<file path="src/rtl/fwd_unit.sv">
module fwd_unit #(
  parameter int REG_W  = 5,
  parameter int DATA_W = 32
) (
  input  logic [REG_W-1:0]  ex_src_a,
  input  logic [REG_W-1:0]  ex_src_b,
  input  logic              mem_wr,
  input  logic [REG_W-1:0]  mem_dst,
  input  logic [DATA_W-1:0] mem_val,
  input  logic              wb_wr,
  input  logic [REG_W-1:0]  wb_dst,
  input  logic [DATA_W-1:0] wb_val,
  input  logic [DATA_W-1:0] rf_a,
  input  logic [DATA_W-1:0] rf_b,
  output logic [DATA_W-1:0] op_a,
  output logic [DATA_W-1:0] op_b,
  output logic [1:0]        sel_a,
  output logic [1:0]        sel_b
);

  localparam logic [1:0] SEL_RF  = 2'b00;
  localparam logic [1:0] SEL_MEM = 2'b10;
  localparam logic [1:0] SEL_WB  = 2'b01;

  logic mem_live, wb_live;
  logic mem_hit_a, mem_hit_b, wb_hit_a, wb_hit_b;

  assign mem_live = mem_wr && (mem_dst != '0);
  assign wb_live  = wb_wr  && (wb_dst  != '0);

  assign mem_hit_a = mem_live && (mem_dst == ex_src_a);
  assign mem_hit_b = mem_live && (mem_dst == ex_src_b);
  assign wb_hit_a  = wb_live  && (wb_dst  == ex_src_a);
  assign wb_hit_b  = wb_live  && (wb_dst  == ex_src_b);

  assign sel_a = mem_hit_a ? SEL_MEM : (wb_hit_a ? SEL_WB : SEL_RF);
  assign sel_b = mem_hit_b ? SEL_MEM : (wb_hit_b ? SEL_WB : SEL_RF);

  always_comb begin
    unique case (sel_a)
      SEL_MEM: op_a = mem_val;
      SEL_WB:  op_a = wb_val;
      default: op_a = rf_a;
    endcase
    unique case (sel_b)
      SEL_MEM: op_b = mem_val;
      SEL_WB:  op_b = wb_val;
      default: op_b = rf_b;
    endcase
  end

endmodule


</file>
<file path="config.mk">
export PLATFORM = sky130hd
export DESIGN_NAME = fwd_unit
export DESIGN_NICKNAME = d
export VERILOG_FILES = /design/src/rtl/fwd_unit.sv
export SDC_FILE = /design/constraint.sdc
export NUM_CORES = 1
export LEC_CHECK = 0
export BUFFER_PORTS_ARGS = -buffer_cell sky130_fd_sc_hd__clkbuf_2
export CAP_MARGIN = 20
export CELL_PAD_IN_SITES_DETAIL_PLACEMENT = 2
export CELL_PAD_IN_SITES_GLOBAL_PLACEMENT = 2
export CORE_MARGIN = 2
export CORE_UTILIZATION = 17
export DETAILED_ROUTE_END_ITERATION = 7
export GPL_ROUTABILITY_DRIVEN = 0
export GPL_TIMING_DRIVEN = 0
export PLACE_DENSITY = 0.86
export SLEW_MARGIN = 20
export SYNTH_ARGS = -nofsm -noshare
export SYNTH_HDL_FRONTEND = slang
export SYNTH_SLANG_ARGS = --single-unit
</file>
<file path="constraint.sdc">
create_clock -name vclk -period 1.81
set_input_delay 0.0905 -clock vclk [all_inputs]
set_output_delay 0.0905 -clock vclk [all_outputs]
set_load 0.02 [all_outputs]
</file>
==> summary.md, run 1 <==
| Metric | Value |
|---|---|
| WL/cell | `24.7 µm` |
| FMAX | `509 MHz` |
| Pre-CTS WS | `-0.593 ns` |
| Via count | `4507` |
| Area leader, netlist | `o31ai_1` |
| Max layer used | `met4` |
| Post-Syn Instances | `393` |
| Via density | `5.58` |
| Net count after synthesis | `543` |
| Critical Path RT | `1.72 ns` |
| Outcome | `finished, violations left` |
| Worst setup SP type | `primary input` |
| Multi-input logic area | `2820 µm²` |
| DRT iter0 DRCs | `181` |
| HP Class | `in -> out` |
| Gr usage total | `23.1%` |
| HPWL Detailed | `14100 µm` |
| # Max-Cap Violations | `0` |
| Top-area cell type share of the netlist area | `19.9%` |
| Hold wc startpoint | `rf_a[14]` |
| Tmin final | `1.96 ns` |
| Switching Share | `59.3%` |
| Buffers on Ports | `218` |
| Pint | `0.000645 W` |
| Starting Density | `17.2%` |
| Growth of design area from synthesis to finish | `126%` |
| Fill cell count | `1564` |
| Final period util | `108%` |
| Die area | `14900 µm²` |
| Final setup violation count | `64` |
| Die width | `122 µm` |
| Reg area | `0 µm²` |
| Die Height | `122 µm` |
| Hold Fails Final Rpt | `0` |
| Setup crit start | `wb_dst[3]` |
| Fin. max-slew vios | `0` |
| Hold Buf Count CTS | `0` |
| Grt ovf | `0` |
| Critical Path AT | `1.87 ns` |
| Yosys warnings | `0` |
| Initial antenna violation count | `0` |
| DRT Pass-1 Iters | `4` |
| Critical path peak fanout | `10` |
| Clk_buf instances | `0` |
| Residual DRC count | `0` |
| Post-route insts no fill | `807` |
| WL met1 | `8030 µm` |
| Leakage power | `2.13 nW` |
| Met2 WL | `10700 µm` |
| Util after Layout | `39.0%` |
| Cell Pwr Density | `295 nW/µm²` |
| Final instance area | `5370 µm²` |
| Yosys cell types | `25` |
| Share of layout cells above drive strength 1 | `63.6%` |
| Sequential cell area fraction in the yosys report | `0%` |
| Sequential cell count | `0` |
| Tightest Pin Transition | `0.498 ns` |
| NumNets Final | `779` |
| Core area | `13800 µm²` |
| Antenna cells | `0` |
| Area after DPL | `3690 µm²` |
| Maximum number of pins on one net before global-route repair | `11` |
| FP Rows | `43` |
| Clk pwr share | `0%` |
| Post-synth top cells | `nor3_1, a31oi_1, o31ai_1` |
| Worst VDD drop | `113 µV` |
| Psw | `0.000941 W` |
| Total chip power | `0.00159 W` |
| # IOs | `218` |
| Vias in the first global route | `4821` |
| Combinational power share | `100.0%` |
| Placed Instances | `791` |
| Met3 wire len | `1010 µm` |
| Syn_area_per_cell | `6.04 µm²` |
| First-pass GRT wire length | `27300 µm` |
| Slew headroom | `66.8%` |
| Setup CP Type | `in -> out` |
| Wirelength, routed | `20000 µm` |
| Seq pwr share | `0%` |
| Detail Route Antenna Nets | `0` |
| Unrepaired setup endpoints after global routing | `yes` |
| Count leader, synth | `nor3_1` |
| CP Capture Type | `output port` |
| Failing checks | `negative setup slack` |
| Mapped Area | `2370 µm²` |
| Final worst slack | `-0.154 ns` |
| Ranking of synthesized cells by area | `o31ai_1, a31oi_1, nor3_1` |
## layout make-up
cell class	instances	area share (%)
plain buffers	61	10.2
inverters	35	2.54
multi-input cells	294	52.5
well taps	180	4.19
repair buffers	237	30.5
## cells in the final DEF, fill, tap and decap left out, types with 2 or more instances in the layout
cell type / count
clkbuf_2: 170
buf_6: 39
buf_4: 39
nor3_1: 39
nand4_1: 34
inv_1: 33
o31ai_1: 32
a31oi_1: 32
or4_1: 30
a31oi_4: 25
o31ai_2: 23
nor3_2: 23
buf_2: 13
xnor2_1: 12
clkbuf_4: 8
o31ai_4: 8
buf_8: 7
clkbuf_8: 7
buf_12: 7
a31oi_2: 6
xor2_1: 5
clkbuf_16: 4
xnor2_2: 3
clkbuf_1: 3
or4_4: 2
o211ai_4: 2
or2_1: 2
inv_4: 2
nor4_4: 2
nor3_4: 2
o31a_1: 2
## power groups by stage
stage / clock, W / sequential [W] / combinational (W)
after floorplan: 0 / 0 / 0.000579
after global placement: 0 / 0 / 0.00108
after detailed placement: 0 / 0 / 0.00111
after CTS: 0 / 0 / 0.00129
after global routing: 0 / 0 / 0.00167
final: 0 / 0 / 0.00159
## per-stage QoR
stage | TNS (ns) | hold WS (ns)
finish | -4.89 | 0.542
floorplan | 0 | 0.412
CTS | -6.98 | 0.547
detailed placement | -27.41 | 0.547
global placement | -24.79 | 0.546
global route | -7.35 | 0.574
## per-layer routing
layer	vias to the layer above	track usage, %
li1	2043	-
met1	2260	29.3
met2	183	44.2
met3	21	1.50
met4	0	2.16
met5	-	0
## kinds of logic (layout without fill, tap and decap cells)
group | count (synthesis) | after routing | synth area share [%]
simple gates | 142 | 142 | 36.2
compound gates | 132 | 132 | 39.1
buf+inv | 99 | 333 | 17.4
xor+xnor | 20 | 20 | 7.38
## worst max-delay path, cell delays in order
cell,delay [ns]
clkbuf_4,0.15
xor2_1,0.23
or3_4,0.47
clkbuf_4,0.27
o31ai_2,0.35
a31oi_4,0.15
buf_6,0.15
## worst paths after layout
path                  cells after the start       end
worst min-delay path                      4  op_a[14]
worst max-delay path                      7   op_b[9]
## timing repair
item / CTS / global route
gates cloned: 1 / 4
pin swaps: 17 / 22
hold endpoints to repair: 0 / 0
resized for setup: 140 / 273
setup endpoints to repair: 68 / 68
buffers inserted: 11 / 4
Power figures use the tool's default switching activity.
==> run 2: changes to the inputs <==
--- a/config.mk
+++ b/config.mk
@@ -9,6 +9,7 @@
 export CAP_MARGIN = 20
 export CELL_PAD_IN_SITES_DETAIL_PLACEMENT = 2
 export CELL_PAD_IN_SITES_GLOBAL_PLACEMENT = 2
+export CORE_ASPECT_RATIO = 1.2
 export CORE_MARGIN = 2
 export CORE_UTILIZATION = 17
 export DETAILED_ROUTE_END_ITERATION = 7
==> run 2 against run 1 <==
Compared with the run above: the flow still finishes with violations (negative setup slack); final cell count shrank 0.87%; sequential share of layout area did not move; first-iteration DRC count grew 10%; die area about the same; via count grew 0.36%; hold slack improved by 0.012 ns; fmax up 0.57%; clock-buffer cell count did not move; largest power group unchanged; highest routed layer unchanged.
==> summary.md, run 2 (synthesis gave the netlist of run 1 again) <==
| Metric | Value |
|---|---|
| Outcome | `finished, violations left` |
| Failing checks | `negative setup slack` |
| Cell Pwr Density | `299 nW/µm²` |
| NumNets Final | `781` |
| # IOs | `218` |
| HP Class | `in -> out` |
| Hold Fails Final Rpt | `0` |
| Starting Density | `17.3%` |
| DRT Pass-1 Iters | `5` |
| Final instance area | `5620 µm²` |
| Wirelength, routed | `20900 µm` |
| Maximum number of pins on one net before global-route repair | `11` |
| Pre-CTS WS | `-0.577 ns` |
| Post-route insts no fill | `800` |
| WL/cell | `26.2 µm` |
| Fin. max-slew vios | `0` |
| Critical Path AT | `1.86 ns` |
| Final setup violation count | `65` |
| Leakage power | `2.18 nW` |
| CP Capture Type | `output port` |
| Commonest non-fill, non-tap cell in the layout | `clkbuf_2` |
| # Max-Cap Violations | `0` |
| Final worst slack | `-0.143 ns` |
| Tightest Pin Transition | `0.540 ns` |
| Residual DRC count | `0` |
| Pint | `0.000672 W` |
| Switching Share | `59.9%` |
| Setup CP Type | `in -> out` |
| Sequential cell count | `0` |
| GR Util met2 | `45.3%` |
| DRT iter0 DRCs | `200` |
| Detail Route Antenna Nets | `0` |
| Final period util | `108%` |
| Most frequent cells in the layout | `clkbuf_2, nor3_1, buf_6` |
| Via density | `5.65` |
| Vias in the first global route | `4981` |
| Clk_buf instances | `0` |
| Antenna cells | `0` |
| HPWL Detailed | `14200 µm` |
| Met1 usage | `26.5%` |
| Initial antenna violation count | `0` |
| Share of layout cells above drive strength 1 | `65.2%` |
| Psw | `0.00101 W` |
| Seq pwr share | `0%` |
| Growth of design area from synthesis to finish | `137%` |
| M3 GR Usage | `2.05%` |
| Critical Path RT | `1.72 ns` |
| FMAX | `512 MHz` |
| First-pass GRT wire length | `27800 µm` |
| Worst setup SP type | `primary input` |
| Unrepaired setup endpoints after global routing | `yes` |
| Grt peak-use layer | `met2` |
| Die area | `14900 µm²` |
| Area after DPL | `3680 µm²` |
| Die width | `112 µm` |
| Reg area | `0 µm²` |
| Die Height | `133 µm` |
| Worst VDD drop | `169 µV` |
| Buffers on Ports | `218` |
| Clk pwr share | `0%` |
| Gr usage total | `23.0%` |
| Grt ovf | `0` |
| Critical path peak fanout | `10` |
| Slew headroom | `64.0%` |
| Setup TNS | `-4.43 ns` |
| FP Rows | `47` |
| Via count | `4523` |
| Placed Instances | `782` |
| Core area | `13700 µm²` |
| Combinational power share | `100.0%` |
| Tmin final | `1.95 ns` |
## run 2: final timing paths
check / startpoint / end / cells past startpoint
setup / recovery: wb_dst[2] / op_a[16] / 9
hold / removal: rf_b[18] / op_b[18] / 4
## run 2: area by class of cell
cell class	count	area [µm²]
fillers	1519	8080
inverters	35	136
plain buffers	60	514
repair buffers	240	1660
well taps	171	214
multi-input cells	294	3090
## run 2: metrics by stage
| step | hold WS (ns) | power (W) | util, % |
|---|---|---|---|
| final | 0.554 | 0.00168 | 41.0 |
| after global routing | 0.568 | 0.00177 | 41.0 |
| after CTS | 0.557 | 0.00125 | 30.3 |
| after detailed placement | 0.551 | 0.00111 | 26.8 |
| after global placement | 0.544 | 0.00108 | 26.8 |
| after floorplan | 0.412 | 0.000579 | - |
## run 2: timing repair
item	4_1_cts	5_1_grt
buffers inserted	13	6
gates resized for setup	105	355
pin swaps	11	29
endpoints found under the setup margin	68	68
gates cloned	2	3
hold buffers	0	0
## run 2: power groups by stage
stage / clock network, W / registers, W / logic (W)
floorplan: 0 / 0 / 0.000579
global route: 0 / 0 / 0.00177
CTS: 0 / 0 / 0.00125
global placement: 0 / 0 / 0.00108
detailed placement: 0 / 0 / 0.00111
finish: 0 / 0 / 0.00168
## run 2: routing by layer
metal	vias up	share of wire, %
li1	2056	-
met1	2243	39
met2	182	55
met3	42	3.4
met4	0	2.7
met5	-	0
## run 2: critical path, cell delays in order
cell and delay [ns]:
buf_2 0.15, xnor2_2 0.20, nand3_2 0.15, buf_6 0.17, buf_4 0.17, buf_2 0.22, o31ai_1 0.37, a31oi_1 0.15
buf_4 0.18
